File: src/rtl/wdt_pkg.sv
package wdt_pkg;
  localparam int unsigned STAT_W = 4;

  typedef struct packed {
    logic iso_b;
    logic iso_a;
    logic temp_ok;
    logic remind_n;
  } wdt_status_t;
endpackage

File: src/rtl/wdt_div.sv
// Free-running divider: one-cycle tick every DIV enabled clocks.
module wdt_div #(
  parameter int unsigned DIV = 16
) (
  input  logic clk_i,
  input  logic rst_ni,
  input  logic run_i,
  input  logic clr_i,
  output logic tick_o
);
  localparam int unsigned W = (DIV > 1) ? $clog2(DIV) : 1;
  localparam logic [W-1:0] LAST = W'(DIV - 1);

  logic [W-1:0] cnt_q;

  assign tick_o = run_i && (cnt_q == LAST);

  always_ff @(posedge clk_i or negedge rst_ni) begin
    if (!rst_ni) begin
      cnt_q <= '0;
    end else if (clr_i) begin
      cnt_q <= '0;
    end else if (run_i) begin
      cnt_q <= tick_o ? '0 : cnt_q + 1'b1;
    end
  end
endmodule

File: src/rtl/wdt_stage.sv
// One cascade stage: counts rld_i steps per period, tc on the last step.
module wdt_stage #(
  parameter int unsigned CNT_W = 8
) (
  input  logic             clk_i,
  input  logic             rst_ni,
  input  logic             load_i,
  input  logic             step_i,
  input  logic             zero_i,
  input  logic [CNT_W-1:0] rld_i,
  output logic [CNT_W-1:0] cnt_o,
  output logic             tc_o
);
  localparam logic [CNT_W-1:0] ONE = CNT_W'(1);

  logic [CNT_W-1:0] cnt_q;

  assign cnt_o = cnt_q;
  assign tc_o  = step_i && (cnt_q == ONE);

  always_ff @(posedge clk_i or negedge rst_ni) begin
    if (!rst_ni) begin
      cnt_q <= ONE;
    end else if (load_i) begin
      cnt_q <= rld_i;
    end else if (zero_i) begin
      cnt_q <= '0;
    end else if (step_i) begin
      cnt_q <= tc_o ? rld_i : cnt_q - 1'b1;
    end
  end
endmodule

File: src/rtl/wdt_irq.sv
// Warning interrupt and active-low refresh reminder.
module wdt_irq (
  input  logic clk_i,
  input  logic rst_ni,
  input  logic en_i,
  input  logic kick_i,
  input  logic warn_i,
  input  logic stat_wr_i,
  output logic irq_o,
  output logic remind_n_o
);
  logic irq_q;
  logic remind_q;

  always_ff @(posedge clk_i or negedge rst_ni) begin
    if (!rst_ni) begin
      irq_q <= 1'b0;
    end else if (!en_i) begin
      irq_q <= 1'b0;
    end else if (warn_i) begin
      irq_q <= 1'b1;
    end else if (stat_wr_i) begin
      irq_q <= 1'b0;
    end
  end

  always_ff @(posedge clk_i or negedge rst_ni) begin
    if (!rst_ni) begin
      remind_q <= 1'b0;
    end else if (!en_i || kick_i) begin
      remind_q <= 1'b0;
    end else if (warn_i) begin
      remind_q <= 1'b1;
    end
  end

  assign irq_o      = irq_q;
  assign remind_n_o = !remind_q;
endmodule

File: src/rtl/wdt_cascade.sv
module wdt_cascade
  import wdt_pkg::*;
#(
  parameter int unsigned CNT_W   = 8,
  parameter int unsigned DIV     = 16,
  parameter int unsigned SQ_HALF = 8,
  parameter int unsigned DEF_L0  = 4,
  parameter int unsigned DEF_L1  = 4
) (
  input  logic              clk_i,
  input  logic              rst_ni,
  input  logic              en_i,
  input  logic              kick_i,
  input  logic              cfg_we_i,
  input  logic              cfg_sel_i,
  input  logic [CNT_W-1:0]  cfg_data_i,
  input  logic              stat_wr_i,
  input  logic              temp_ok_i,
  input  logic [1:0]        iso_i,
  output logic [STAT_W-1:0] status_o,
  output logic              irq_o,
  output logic              wdt_rst_no,
  output logic              sq_o
);
  localparam int unsigned NSTG = 2;
  localparam logic [CNT_W-1:0] TWO = CNT_W'(2);

  logic [CNT_W-1:0] rld_q [NSTG];
  logic [CNT_W-1:0] cnt   [NSTG];
  logic [NSTG-1:0]  step;
  logic [NSTG-1:0]  tc;

  logic load, run, tick, timeout_ev, warn_ev, expired_q;
  logic sq_tick, sq_q, remind_n;
  wdt_status_t stat;

  // reload registers; zero clamps to one
  for (genvar g = 0; g < NSTG; g++) begin : g_rld
    always_ff @(posedge clk_i or negedge rst_ni) begin
      if (!rst_ni) begin
        rld_q[g] <= (g == 0) ? CNT_W'(DEF_L0) : CNT_W'(DEF_L1);
      end else if (cfg_we_i && (cfg_sel_i == 1'(g))) begin
        rld_q[g] <= (cfg_data_i == '0) ? CNT_W'(1) : cfg_data_i;
      end
    end
  end

  assign load = !en_i || kick_i;
  assign run  = en_i && !kick_i && !expired_q;

  wdt_div #(.DIV(DIV)) u_pre (
    .clk_i  (clk_i),
    .rst_ni (rst_ni),
    .run_i  (run),
    .clr_i  (load),
    .tick_o (tick)
  );

  // stage g steps on terminal count of stage g-1
  for (genvar g = 0; g < NSTG; g++) begin : g_stg
    if (g == 0) begin : g_first
      assign step[g] = tick;
    end else begin : g_next
      assign step[g] = tc[g-1];
    end
    wdt_stage #(.CNT_W(CNT_W)) u_stg (
      .clk_i  (clk_i),
      .rst_ni (rst_ni),
      .load_i (load),
      .step_i (step[g]),
      .zero_i (timeout_ev),
      .rld_i  (rld_q[g]),
      .cnt_o  (cnt[g]),
      .tc_o   (tc[g])
    );
  end

  assign timeout_ev = tc[NSTG-1];
  assign warn_ev    = tc[0] && (cnt[NSTG-1] == TWO);

  always_ff @(posedge clk_i or negedge rst_ni) begin
    if (!rst_ni) begin
      expired_q <= 1'b0;
    end else if (load) begin
      expired_q <= 1'b0;
    end else if (timeout_ev) begin
      expired_q <= 1'b1;
    end
  end

  wdt_irq u_irq (
    .clk_i      (clk_i),
    .rst_ni     (rst_ni),
    .en_i       (en_i),
    .kick_i     (kick_i),
    .warn_i     (warn_ev),
    .stat_wr_i  (stat_wr_i),
    .irq_o      (irq_o),
    .remind_n_o (remind_n)
  );

  wdt_div #(.DIV(SQ_HALF)) u_sq_div (
    .clk_i  (clk_i),
    .rst_ni (rst_ni),
    .run_i  (en_i),
    .clr_i  (!en_i),
    .tick_o (sq_tick)
  );

  always_ff @(posedge clk_i or negedge rst_ni) begin
    if (!rst_ni) begin
      sq_q <= 1'b0;
    end else if (!en_i) begin
      sq_q <= 1'b0;
    end else if (sq_tick) begin
      sq_q <= !sq_q;
    end
  end

  always_comb begin
    stat.remind_n = remind_n;
    stat.temp_ok  = temp_ok_i;
    stat.iso_a    = iso_i[0];
    stat.iso_b    = iso_i[1];
  end

  assign status_o   = stat;
  assign wdt_rst_no = !expired_q;
  assign sq_o       = sq_q;
endmodule

File: config.mk
export PLATFORM = sky130hd
export DESIGN_NAME = wdt_cascade
export DESIGN_NICKNAME = d
export VERILOG_FILES = /design/src/rtl/wdt_pkg.sv /design/src/rtl/wdt_div.sv /design/src/rtl/wdt_stage.sv /design/src/rtl/wdt_irq.sv /design/src/rtl/wdt_cascade.sv
export SDC_FILE = /design/constraint.sdc
export NUM_CORES = 1
export LEC_CHECK = 0
export BUFFER_PORTS_ARGS = -buffer_cell sky130_fd_sc_hd__buf_4
export CAP_MARGIN = 5
export CORE_MARGIN = 2
export CORE_UTILIZATION = 40
export DETAILED_ROUTE_END_ITERATION = 10
export HOLD_SLACK_MARGIN = 0.03
export PLACE_DENSITY = 0.59
export SKIP_CTS_REPAIR_TIMING = 1
export SLEW_MARGIN = 10
export SYNTH_ARGS = -nofsm -noshare
export SYNTH_HDL_FRONTEND = slang
export SYNTH_SLANG_ARGS = --single-unit
File: constraint.sdc
create_clock -name clk_i -period 3.2 [get_ports clk_i]
set_input_delay 0.32 -clock clk_i [delete_from_list [all_inputs] [get_ports clk_i]]
set_output_delay 0.32 -clock clk_i [all_outputs]
set_load 0.01 [all_outputs]
# Word level (Yosys, flattened, before mapping)
# Index checks and enable logic that the tools add are counted.
[word_totals]
register_bits = 43
[classes]
n_reduce_logical = 21
n_eq_ne = 7
n_addsub = 4
n_mux = 22
bitwise = 1
[op_table]
columns = ["cell", "n"]
rows = [
  ["$mux W8", 8],
  ["$eq A8 B1 Y1 const B", 2],
  ["$sub A8 B1 Y8 const B", 2],
  ["$mux W4", 3],
  ["$logic_and A1 B1 Y1", 9],
  ["$mux W1", 9],
  ["$eq A8 B2 Y1 const B", 1],
  ["$logic_not A8 Y1", 1],
  ["$mux W3", 2],
  ["$reduce_bool A2 Y1", 3],
  ["$reduce_bool A3 Y1", 2],
  ["$logic_not A1 Y1", 5],
  ["$add A4 B1 Y4 const B", 1],
  ["$eq A4 B4 Y1 const B", 1],
  ["$add A3 B1 Y3 const B", 1],
  ["$eq A3 B3 Y1 const B", 1],
  ["$ne A3 B1 Y1 const B", 1],
  ["$ne A2 B1 Y1 const B", 1],
  ["$logic_or A1 B1 Y1", 1],
  ["$not A1 Y1", 1],
]

# Logic depth before layout (Yosys ltp)
# Gate-level depths: netlist (run 1).
[logic_depth]
word_depth = 9
depth_mapped = 7
depth_no_buf = 7

# Modules after synthesis
# Synthesis (run 1) repeated with hierarchy kept, for this count alone.
[hier_totals]
cells_unflattened = 226
area_unflattened_um2 = 2408.6
[modules_own_cells]
columns = ["mod", "cells_each", "n_inst", "area_per_inst_um2", "seq_area_each_um2"]
rows = [
  ["wdt_stage", 63, 2, 576.8, 201.4],
  ["wdt_cascade", 57, 1, 798.3, 452.9],
  ["wdt_div at u_pre", 22, 1, 205.2, 100.1],
  ["wdt_div at u_sq_div", 14, 1, 160.2, 75.1],
  ["wdt_irq", 7, 1, 91.3, 50.0],
]

# Worst setup path after synthesis (run 1)
# Ideal clock, no wire load.
[synth_path]
kind = "reg2reg"
startpoint = "reg g_stg[0].u_stg.cnt_q[0]"
endpoint = "reg g_stg[0].u_stg.cnt_q[5]"
slack_ns = 1.504
path_stages_with_launch = 6
arrival_time_ns = 1.569
path_cell_list = "dfstp_2 -> ha_1 -> nor3b_2 -> and2_1 -> nor2_1 -> a221o_1"
[synth_via]
elab_chain_len = 6
elab_cells_between_ends = 9
[synth_rtl]
columns = ["item", "line_no", "rtl"]
rows = [
  ["from (decl)", "wdt_stage.sv:16", "logic [CNT_W-1:0] cnt_q;"],
  ["from (signal assigned)", "wdt_stage.sv:25", "cnt_q <= rld_i;"],
  ["from (signal assigned)", "wdt_stage.sv:29", "cnt_q <= tc_o ? rld_i : cnt_q - 1'b1;"],
  ["parallel branches: the longest is 6 deep, another holds $sub A8 B1 Y8", "-", ""],
]
# Several ways; the timed one is not identified. The select of a mux whose other input is x is not followed.
# A chain may end at the register's enable or synchronous reset.

# Worst setup path after layout (run 1)
[layout_path]
startpoint = "reg u_pre.cnt_q[0]"
endpoint = "reg g_stg[1].u_stg.cnt_q[4]"
[layout_via]
elab_chain_len = 6
elab_cells_between_ends = 7
[layout_rtl]
columns = ["item", "line_no", "rtl"]
rows = [
  ["from (decl)", "wdt_div.sv:14", "logic [W-1:0] cnt_q;"],
  ["from (signal assigned)", "wdt_div.sv:24", "cnt_q <= tick_o ? '0 : cnt_q + 1'b1;"],
  ["$eq A4 B4 Y1 *", "wdt_div.sv:16", "assign tick_o = run_i && (cnt_q == LAST);"],
  ["$logic_and A1 B1 Y1 *", "wdt_div.sv:16", ""],
  ["$logic_and A1 B1 Y1 *", "wdt_stage.sv:19", "assign tc_o = step_i && (cnt_q == ONE);"],
  ["$logic_and A1 B1 Y1", "wdt_stage.sv:19", ""],
  ["$mux W8", "wdt_stage.sv:26", "end else if (zero_i) begin"],
  ["$mux W8", "wdt_stage.sv:24", "end else if (load_i) begin"],
  ["to (signal assigned)", "wdt_stage.sv:25", ""],
  ["to (signal assigned)", "wdt_stage.sv:29", ""],
  ["to (decl)", "wdt_stage.sv:16", ""],
]
# Mark *: on every way between the ends. The rest lies on a longest branch, timed or not.

==> summary.txt, run 1 <==
STA
  – Slew headroom: between 30 and 40%
  – Final setup vio count: 0
  – Fin Clk Skew: 0.00924 ns
  – Worst-margin pin slew: between 0.9 and 1 ns
  – Final hold vios: 0
  – Fin Setup TNS: 0 ns
  – Final Slew Violations: 0
  – Fin crit period: between 1.5 and 2 ns
  – RSZ-0062 raised after global routing: no
  – Final period utilization: 60.5%
  – Hold WS: between 0.015 and 0.02 ns
  – Fmax: 0.517 GHz

GRT
  – Total Routing Usage GR: roughly 17%
  – Remaining global-route overflow: 0
  – Number of global-route vias before repair: 1,640
  – First-pass GRT wire length: a little over 8 mm
  – Antenna violations before repair: 0
  – Largest net degree at the start of global routing: 44

Synthesis
  – Post-synth cell types: 50
  – Number of flops mapped to enable cells by yosys: 0
  – Top FF cell, synth: dfrtp_1
  – Synth warnings: 0
  – Post-Syn Nets: ~250
  – Synthesized area per cell: slightly above 10 µm²
  – #FFs+latches synth: 43
  – Synthesized area: about 0.0023 mm²
  – Post-synthesis cell count: around 220
  – Post-synthesis async set-or-reset flop share: 100%
  – Seq/Total Area, Yosys: a little under half

Placement
  – DP HPWL: 3.40 mm
  – I/O Buffers: 18
  – RePlAce Congestion: approximately 0.82

Power and ir drop
  – Power density over the cells: ~500 mW/mm²
  – Clk pwr share: between 30% and 40%
  – Sw Pwr: around 0.00036 W
  – Internal: between 0.0009 and 0.001 W
  – Cell leakage power: between 1 and 1.5 nW
  – Power share of the sequential group: a little over half
  – Combinational power share: between 15 and 20%
  – Net Sw Frac: 28.6%
  – Worst IR Drop VDD: between 0.0003 and 0.0004 V

Layout
  – Ant diodes: 0
  – Fin nets: between 200 and 300
  – Layout cells sized above 1: a little under a quarter
  – Commonest cells after routing, fill and taps aside: 39 x dfrtp_1, 19 x nor2_1, 18 x buf_4
  – Area delta synth->final: 11.1%
  – Commonest non-fill, non-tap cell in the layout: dfrtp_1

Worst setup path
  – CP startpoint kind: flip-flop
  – Worst reg2reg setup slack: around 1.3 ns
  – Crit. End Element: flip-flop
  – CP Max Fanout: 8
  – Worst Path Class, Setup: reg2reg
  – Req. time, crit path: 3.40 ns
  – Arrival time worst endpoint: around 2.1 ns

Detailed routing
  – First-pass detailed-route iteration total: 4
  – Routed Wire Length: 4.80 mm
  – Antenna Nets Post-Route: 0
  – Post-route DRC violation count: 0
  – Starting DRC count in detailed routing: between 90 and 100
  – Avg WL per Cell: ~16 µm
  – DR vias: roughly 1,700
  – Via density: around 5.6

Clock tree
  – Worst-Skew Late Latency: about 0.29 ns
  – CTS clk-pin slew, worst paths: 0.08 ns
  – # H-tree levels: 2
  – CTS Buf Count: 5
  – Root buf cell: clkbuf_8
  – CTS tree: done
  – CTS Buffer Depth: 2
  – Sink Count: between 40 and 50

Die
  – Row count: 27
  – Die area: 0.00631 mm²
  – Starting Density: between 40% and 50%
  – Die height: 79.5 µm
  – Total core area: 0.00551 mm²
  – IO Count: 25
  – Die width: between 70 and 80 µm

Status
  – Status: complete, no violations

Worst hold path
  – Worst hold path class: in2async

Job
  – Max-cap violations: 0
[Yosys cell counts, types with 2 or more instances]
cell      instances  area, µm²
a32oi_1           2       17.5
buf_6             2       22.5
o22ai_1           4       25.0
nor2_4            2       22.5
nor2_1           19       71.3
nand3_1           8       40.0
nor2b_1           5       31.3
nand2_1          14       52.6
and2_1            3       18.8
mux2_2           15        169
a22oi_1           4       30.0
nor3_1            7       35.0
buf_4             4       30.0
a311oi_1          2       17.5
a21oi_1          14       70.1
dfrtp_1          39        976
inv_1             8       30.0
clkbuf_1          3       11.3
a31oi_1           5       31.3
nor4_1            3       18.8
xor2_1            2       17.5
mux2i_1           2       20.0
dfstp_2           4        105
o211ai_1          4       30.0
o21ai_0          11       55.1
ha_1              8        100
a221o_1           2       20.0
[power by group through the flow]
stage	registers, W	logic [W]	clock network, W
6_report	0.000687	0.000202	0.000384
4_1_cts	0.000686	0.000204	0.000396
3_3_place_gp	0.000695	0.000200	0
3_5_place_dp	0.000697	0.000203	0
5_1_grt	0.000697	0.000229	0.000427
2_1_floorplan	0.000675	0.000154	0
[path summary, 6_finish.rpt]
kind	start	end	depth (start not counted)
max reg2reg	u_pre.cnt_q[0]	g_stg[1].u_stg.cnt_o[4]	6
max in group asynchronous	rst_ni	g_stg[0].u_stg.cnt_o[0]	1
min reg2reg	u_sq_div.cnt_q[0]	u_sq_div.cnt_q[0]	1
min in group clk_i	cfg_data_i[7]	rld_q[15]	2
min	rst_ni	sq_o	1
max	u_pre.cnt_q[0]	g_stg[1].u_stg.cnt_o[4]	6
[routing by layer]
layer / track usage [%] / vias up / wire [µm]
met5: 0 / - / 0
met4: 6.38 / 0 / 52
met3: 2.83 / 4 / 227
met2: 24.4 / 47 / 2140
met1: 24.4 / 833 / 2380
li1: - / 821 / -
[area by class of cell]
class                           instances  area [µm²]
Tap cell                               72        90.1
Multi-Input combinational cell        157        1090
Timing Repair Buffer                   18         135
Clock buffer                            7        96.3
Sequential cell                        43        1080
Inverter                                8        30.0
Clock inverter                          1        7.51
Fill cell                             540        2980
[kinds of logic (layout without fill, tap and decap cells)]
family          after synthesis  count (layout)  share of synthesized area [%]
simple gates                 75              75                           18.8
fa+ha+maj                     8               8                           4.40
xor+xnor                      3               3                           1.15
buf+inv                      19              34                           4.67
flops                        43              43                           47.5
mux                          17              17                           8.30
compound gates               54              54                           15.2
[critical path: stages, from the launching register on]
cell and delay, ns:
dfrtp_1 0.42, ha_1 0.24, and4b_1 0.42, nand4_2 0.26
nor2_4 0.25, a32oi_1 0.14, o21ai_0 0.12
[metrics by stage]
| step | worst slack, ns | instance area (µm²) | power, W | util, % | cells |
|---|---|---|---|---|---|
| 6_report | 1.26 | 2530 | 0.00127 | 45.9 | 306 |
| 5_1_grt | 1.11 | 2530 | 0.00135 | 45.9 | 306 |
| 4_1_cts | 1.27 | 2530 | 0.00129 | 45.9 | 306 |
| 3_5_place_dp | 1.28 | 2430 | 0.000900 | 44.1 | 298 |
| 3_3_place_gp | 1.29 | 2430 | 0.000895 | 44.1 | 298 |
| 2_1_floorplan | 1.50 | 2280 | 0.000829 | - | 219 |
[flip-flops by register name, indices dropped and copies added, names as in the netlist]
register and flops:
u_irq.irq_o 1, expired_q 1, u_irq.remind_q 1, sq_o 1, u_sq_div.cnt_q 3, g_stg.u_stg.cnt_o 16
u_pre.cnt_q 4, rld_q 16
Note: power is estimated with default switching activity, not from simulation.
==> run 2: changes to the inputs <==
--- a/config.mk
+++ b/config.mk
@@ -5,6 +5,7 @@
 export SDC_FILE = /design/constraint.sdc
 export NUM_CORES = 1
 export LEC_CHECK = 0
+export ABC_AREA = 1
 export BUFFER_PORTS_ARGS = -buffer_cell sky130_fd_sc_hd__buf_4
 export CAP_MARGIN = 5
 export CORE_MARGIN = 2
==> constraint.sdc (replaced) <==
create_clock -name clk_i -period 2 [get_ports clk_i]
set_input_delay 0.2 -clock clk_i [delete_from_list [all_inputs] [get_ports clk_i]]
set_output_delay 0.2 -clock clk_i [all_outputs]
set_load 0.01 [all_outputs]
==> run 2 against run 1 <==
  * Area after synthesis grew 5.9%
  * Hold slack gained 0.10 ns
  * Clock skew shrank 0.0018 ns
  * Core utilization grew 0.70 points
  * Critical path type unchanged
==> summary.txt, run 2 <==
Die
  – IO Count: 25 (unchanged)
  – Die area: 0.00666 mm² (+5.6%)
  – Die height: 81.6 µm (+2.8%)
  – Row count: 28 (+3.7%)
  – Total core area: 0.00589 mm² (+6.9%)
  – Starting Density: 41.0% (-0.39 points)
  – Die width: 81.6 µm (+2.8%)

Worst setup path
  – CP max stage cell: dfstp_2
  – Critical R2R Launch: g_stg[0].u_stg.cnt_o[0]
  – Arrival time worst endpoint: 1.87 ns (-0.26 ns)
  – Cells along the critical path: ha_1 > nand2_1 > nor2_8 > nand2_4 > nor3_4 > nand2_1 > nand2_1
  – R2R cell count: 7 (+1)
  – Buf/Inv on CP: 0 (unchanged)
  – Crit. End Element: flip-flop
  – Most used cell, CP: nand2_1
  – CP delay by family, top: simple AND/OR/NAND/NOR gates
  – Req. time, crit path: 2.23 ns (-1.17 ns)
  – CP Max Fanout: 17 (+9)
  – CP startpoint kind: flip-flop
  – Worst reg2reg setup slack: 0.36 ns (-0.90 ns)
  – Slowest stage delay, CP: 0.55 ns (+0.13 ns)
  – Worst Path Class, Setup: reg2reg
  – FF-to-FF End: g_stg[1].u_stg.cnt_o[7]

Placement
  – Placed Instance Area: 0.00260 mm² (+7.3%)
  – DP HPWL: 3.71 mm (+9.2%)
  – RePlAce Congestion: 0.803 (-1.8%)
  – I/O Buffers: 18 (unchanged)

Detailed routing
  – Routed Wire Length: 5.00 mm (+4.0%)
  – Avg WL per Cell: 12.2 µm (-22%)
  – Antenna Nets Post-Route: 0 (unchanged)
  – First-pass detailed-route iteration total: 4 (unchanged)
  – DR vias: 1,951 (+14%)
  – Post-route DRC violation count: 0 (unchanged)
  – Via density: 4.78 (-14%)
  – Starting DRC count in detailed routing: 106 (+13%)

Synthesis
  – #FFs+latches synth: 43 (unchanged)
  – Most frequent cell after synthesis: nand2_1
  – Area contributors post-synth: dfrtp_1 40%, nand2_1 12%, inv_1 7.0%
  – Yosys top cell area share: 40.5% (-2.4 points)
  – Post-synthesis cell count: 312 (+42%)
  – Number of flops mapped to enable cells by yosys: 0 (unchanged)
  – Post-synthesis async set-or-reset flop share: 100% (unchanged)
  – Synthesized area per cell: 7.73 µm² (-26%)
  – Synthesized area: 0.00241 mm² (+5.9%)
  – Synth warnings: 0 (unchanged)
  – Post-Syn Nets: 338 (+38%)
  – Post-synth cell types: 34 (-32%)
  – Most frequent cells after synthesis: 80 x nand2_1, 45 x inv_1, 39 x dfrtp_1
  – Top FF cell, synth: dfrtp_1
  – Seq/Total Area, Yosys: 44.8% (-2.6 points)
  – Cell taking the most area after synthesis: dfrtp_1

STA
  – Fmax: 0.610 GHz (+18%)
  – Fin Setup TNS: 0 ns (unchanged)
  – Final period utilization: 81.9% (+21 points)
  – Fin crit period: 1.64 ns (-0.297 ns)
  – Final Slew Violations: 0 (unchanged)
  – Worst-margin pin slew: 0.552 ns (-0.431 ns)
  – Final setup vio count: 0 (unchanged)
  – Fin Clk Skew: 0.00742 ns (-0.00182 ns)
  – Slew headroom: 63.2% (+29 points)
  – Final hold vios: 0 (unchanged)
  – RSZ-0062 raised after global routing: no

Power and ir drop
  – Power density over the cells: 828 mW/mm² (+64%)
  – Worst IR Drop VDD: 0.000581 V (+89%)
  – Total power: 0.00227 W (+78%)
  – Cell leakage power: 1.42 nW (+30%)

Status
  – Status: complete, no violations

Layout
  – Fin nets: 358 (+38%)
  – Design area: 0.00275 mm² (+8.5%)
  – Ant diodes: 0 (unchanged)
  – Layout cells sized above 1: 14.4% (-9.1 points)
  – Area delta synth->final: 13.9%
  – Commonest non-fill, non-tap cell in the layout: nand2_1
  – Commonest cells after routing, fill and taps aside: 80 x nand2_1, 45 x inv_1, 39 x dfrtp_1
  – Final Util: 46.6% (+0.70 points)

Clock tree
  – CTS Buf Count: 5 (unchanged)
  – CTS Buffer Depth: 2 (unchanged)
  – Worst-Skew Late Latency: 0.29 ns (about the same)
  – Sink Count: 43 (unchanged)
  – # H-tree levels: 2 (unchanged)
  – CTS clk-pin slew, worst paths: 0.08 ns (about the same)
  – Root buf cell: clkbuf_8
  – CTS tree: done

Worst hold path
  – Hold_sp: en_i
  – Worst hold path class: in2reg
  – Hold path depth: 3
  – Worst hold path endpoint: u_sq_div.cnt_q[1]

GRT
  – First-pass GRT wire length: 8.78 mm (+7.1%)
  – Number of global-route vias before repair: 1,884 (+15%)
  – Antenna violations before repair: 0 (unchanged)
  – Total Routing Usage GR: 17.3% (+0.66 points)
  – Remaining global-route overflow: 0 (unchanged)
  – Largest net degree at the start of global routing: 44 (unchanged)

Job
  – Max-cap violations: 0 (unchanged)
[run 2: cell types whose count changed after synthesis, sizes merged, moves of 12 or more]
cell,delta
nor2,+12
nand2,+69
mux2,-15
inv,+38
nand3,+15
o21ai,+17
[run 2: per-layer routing]
layer	routed length (µm)	track usage (%)	share of wire (%)
met4	62	4.50	1.2
met3	189	3.52	3.8
met2	2230	27.5	45
met1	2510	24.1	50
met5	0	0	0
[run 2: final cells by class]
cell class	instances	area (µm²)
fill	592	3140
multi-input combinational	213	1100
sequential	43	1080
inverter	48	181
timing repair buffer	21	160
tap	75	93.8
clock buffer	6	72.6
clock inverter	2	60.1
[run 2: cell families (layout without fill, tap and decap cells)]
logic type | after synthesis | count (layout) | share of synthesized area (%)
adders and majority gates | 8 | 8 | 4.15
AOI/OAI and AO/OA | 46 | 46 | 10.5
DFF | 43 | 43 | 44.8
xor gates and xnor gates | 8 | 8 | 2.91
and+or+nand+nor | 151 | 151 | 27.9
buffers and inverters | 56 | 77 | 9.70
[run 2: how the worst max path moves through the flow]
stage | start | endpoint | slack (ns) | cells past startpoint
after floorplan | g_stg[0].u_stg.cnt_o[0] | g_stg[0].u_stg.cnt_o[1] | 0.52 | 9
after global placement | g_stg[0].u_stg.cnt_o[0] | g_stg[1].u_stg.cnt_o[3] | 0.40 | 7
after detailed placement | g_stg[0].u_stg.cnt_o[0] | g_stg[1].u_stg.cnt_o[3] | 0.34 | 7
after CTS | g_stg[0].u_stg.cnt_o[0] | g_stg[1].u_stg.cnt_o[7] | 0.34 | 7
after global routing | u_pre.cnt_q[1] | g_stg[1].u_stg.cnt_o[5] | 0.17 | 8
final | g_stg[0].u_stg.cnt_o[0] | g_stg[1].u_stg.cnt_o[7] | 0.36 | 7
[run 2: per-stage QoR]
step	hold slack, ns	instances	setup slack [ns]
after global routing	0.113	408	0.173
final	0.123	408	0.362
after CTS	-0.0924	407	0.344
after detailed placement	0.235	399	0.340
after floorplan	-0.0956	312	0.524
after global placement	0.235	399	0.401
[run 2: worst register-to-register path, stage by stage (launching register included)]
cell     delay (ns)
dfstp_2        0.55
ha_1           0.14
nand2_1        0.12
nor2_8         0.17
nand2_4        0.16
nor3_4         0.28
nand2_1        0.09
nand2_1        0.07
[run 2: power breakdown]
part / leakage, nW / internal, W / total [W] / switching [W]
clock network: 0.0654 / 0.000499 / 0.000800 / 0.000301
registers: 0.538 / 0.000972 / 0.00105 / 0.0000801
logic: 0.815 / 0.000164 / 0.000421 / 0.000257
total: 1.42 / 0.00164 / 0.00227 / 0.000638
==> run 3: changes to the inputs <==
--- a/config.mk
+++ b/config.mk
@@ -5,14 +5,14 @@
 export SDC_FILE = /design/constraint.sdc
 export NUM_CORES = 1
 export LEC_CHECK = 0
-export ABC_AREA = 1
+export ABC_AREA = 0
 export BUFFER_PORTS_ARGS = -buffer_cell sky130_fd_sc_hd__buf_4
 export CAP_MARGIN = 5
 export CORE_MARGIN = 2
 export CORE_UTILIZATION = 40
 export DETAILED_ROUTE_END_ITERATION = 10
 export HOLD_SLACK_MARGIN = 0.03
-export PLACE_DENSITY = 0.59
+export PLACE_DENSITY = 0.61
 export SKIP_CTS_REPAIR_TIMING = 1
 export SLEW_MARGIN = 10
 export SYNTH_ARGS = -nofsm -noshare
==> constraint.sdc (replaced) <==
create_clock -name clk_i -period 1.5 [get_ports clk_i]
set_input_delay 0.15 -clock clk_i [delete_from_list [all_inputs] [get_ports clk_i]]
set_output_delay 0.15 -clock clk_i [all_outputs]
set_load 0.01 [all_outputs]
==> run 3 against run 2 <==
  * The flow now finishes with violations (setup timing)
  * Critical path depth decreased by 1
  * Flip-flop and latch count unchanged
  * Total power increased by 28%
  * Clock power decreased by 1%
  * Critical endpoint is now g_stg[0].u_stg.cnt_o[5]
  * Largest cell class unchanged
  * Largest power group unchanged
==> summary.txt, run 3 (synthesized netlist as in run 1, its figures left out) <==
Status
  – Status: complete, but fails checks
  – Failing checks: setup timing

GRT
  – Antenna violations before repair: 0 (unchanged)
  – Number of global-route vias before repair: 1,811 (-3.9%)
  – Remaining global-route overflow: 0 (unchanged)
  – First-pass GRT wire length: 8.60 mm (-2.0%)
  – Largest net degree at the start of global routing: 44 (unchanged)
  – Total Routing Usage GR: 17.9% (+0.65 points)

STA
  – Final hold vios: 0 (unchanged)
  – Fmax: 0.605 GHz (-0.89%)
  – Slew headroom: 64.0% (+0.78 points)
  – RSZ-0062 raised after global routing: yes
  – Fin crit period: 1.65 ns (+0.0147 ns)
  – Fin Setup TNS: -1.88 ns (-1.88 ns)
  – Final setup vio count: 18 (+18)
  – Worst-margin pin slew: 0.541 ns (-0.0117 ns)
  – Final period utilization: 110% (+28 points)
  – Final Slew Violations: 0 (unchanged)
  – Fin Clk Skew: 0.0156 ns (+0.00818 ns)
  – Final setup margin: -0.153 ns (-0.515 ns)

Clock tree
  – Worst-Skew Late Latency: 0.30 ns (about the same)
  – CTS clk-pin slew, worst paths: 0.09 ns (about the same)
  – # H-tree levels: 2 (unchanged)
  – Root buf cell: clkbuf_8
  – CTS Buf Count: 5 (unchanged)
  – Sink Count: 43 (unchanged)
  – CTS tree: done
  – CTS Buffer Depth: 2 (unchanged)

Worst setup path
  – Critical R2R Launch: g_stg[0].u_stg.cnt_o[0]
  – Buf/Inv on CP: 1 (+1)
  – Critical path depth in cells: 6 (-1)
  – CP Max Fanout: 4 (-13)
  – Slowest stage delay, CP: 0.57 ns (+0.02 ns)
  – CP delay by family, top: flip-flops
  – Crit. End Element: flip-flop
  – Arrival time worst endpoint: 1.85 ns (-0.02 ns)
  – Critical Path Source: g_stg[0].u_stg.cnt_o[0]
  – Worst Path Class, Setup: reg2reg
  – FF-to-FF End: g_stg[0].u_stg.cnt_o[5]
  – Worst Setup EP: g_stg[0].u_stg.cnt_o[5]
  – CP max stage cell: dfstp_2
  – Cells along the critical path: ha_4 > nor3b_4 > buf_6 > and2_4 > nor2_1 > a221o_1
  – CP startpoint kind: flip-flop
  – Req. time, crit path: 1.70 ns (-0.53 ns)
  – Worst reg2reg setup slack: -0.15 ns (-0.51 ns)
  – R2R cell count: 6 (-1)

Die
  – Die area: 0.00631 mm² (-5.3%)
  – Die height: 79.5 µm (-2.7%)
  – Starting Density: 41.4% (+0.39 points)
  – Row count: 27 (-3.6%)
  – IO Count: 25 (unchanged)
  – Die width: 79.5 µm (-2.7%)
  – Total core area: 0.00551 mm² (-6.4%)

Detailed routing
  – DR vias: 1,852 (-5.1%)
  – Post-route DRC violation count: 0 (unchanged)
  – Starting DRC count in detailed routing: 121 (+14%)
  – Avg WL per Cell: 14.6 µm (+19%)
  – Via density: 5.25 (+9.7%)
  – Routed Wire Length: 5.15 mm (+3.2%)
  – Antenna Nets Post-Route: 0 (unchanged)
  – First-pass detailed-route iteration total: 4 (unchanged)

Layout
  – Storage cell area: 0.00108 mm² (unchanged)
  – Final Util: 54.8% (+8.1 points)
  – Ant diodes: 0 (unchanged)
  – Commonest non-fill, non-tap cell in the layout: buf_4
  – Area of the multi-input gates: 0.00120 mm² (+9.4%)
  – Non-filler cells, final: 353 (-13%)
  – Commonest cells after routing, fill and taps aside: 59 x buf_4, 39 x dfrtp_1, 16 x nor2_1
  – Fillers: 511 (-14%)
  – Area delta synth->final: 32.5%
  – Layout cells sized above 1: 41.3% (+27 points)
  – Fin nets: 306 (-15%)

Placement
  – I/O Buffers: 18 (unchanged)
  – Placed cells: 340 (-15%)
  – DP HPWL: 3.84 mm (+3.4%)
  – RePlAce Congestion: 0.825 (+2.8%)

Power and ir drop
  – Power density over the cells: 964 mW/mm² (+16%)
  – Cell leakage power: 1.35 nW (-4.5%)
  – Worst IR Drop VDD: 0.000715 V (+23%)

Job
  – Max-cap violations: 0 (unchanged)

Worst hold path
  – Worst hold path class: in2reg
-- run 3: cell types whose count changed in the layout (fill, tap and decap cells not counted), sizes merged, moves of 5 or more --
cell   before  now
nor3        4    9
mux2        0   15
inv        46    8
buf        20   64
o21ai      29   12
nor2       33   21
nand3      23    8
a31oi       0    5
nor2b       0    5
nand2      84   15
-- run 3: worst min path at each step --
stage,startpoint,endpoint,slack (ns),depth (start not counted)
2_1_floorplan,rst_ni,expired_q,-0.15,0
3_3_place_gp,rst_ni,u_sq_div.cnt_q[2],0.17,1
3_5_place_dp,rst_ni,u_sq_div.cnt_q[2],0.18,1
4_1_cts,rst_ni,g_stg[0].u_stg.cnt_o[4],-0.16,1
5_1_grt,cfg_data_i[7],rld_q[15],0.1,2
6_report,cfg_data_i[6],rld_q[14],0.1,2
-- run 3: routing by layer --
layer | wire length [µm] | GRT usage [%]
met4 | 74 | 5.69
met5 | 0 | 0
met1 | 2490 | 26.0
met2 | 2350 | 26.9
met3 | 238 | 3.62
-- run 3: stage by stage --
step / instance area (µm²) / hold slack (ns) / setup WS (ns) / power [W]
3_3_place_gp: 2760 / 0.170 / -0.183 / 0.00207
4_1_cts: 2860 / -0.157 / -0.231 / 0.00287
3_5_place_dp: 2760 / 0.176 / -0.200 / 0.00208
6_report: 3020 / 0.0951 / -0.153 / 0.00291
2_1_floorplan: 2300 / -0.146 / -0.131 / 0.00178
5_1_grt: 3020 / 0.0951 / -0.246 / 0.00308
-- run 3: layout make-up --
class,instances,share of cell area (%)
timing repair buffer,65,17.2
multi-input combinational,157,39.7
sequential,43,35.8
tap,72,2.99
inverter,8,0.995
clock inverter,2,0.539
clock buffer,6,2.74
-- run 3: report_power, final --
part           internal, W  total, W  leakage [nW]  switching, W
combinational     0.000360  0.000685         0.786      0.000325
sequential         0.00131   0.00143         0.521      0.000121
clock             0.000376  0.000789        0.0474      0.000413
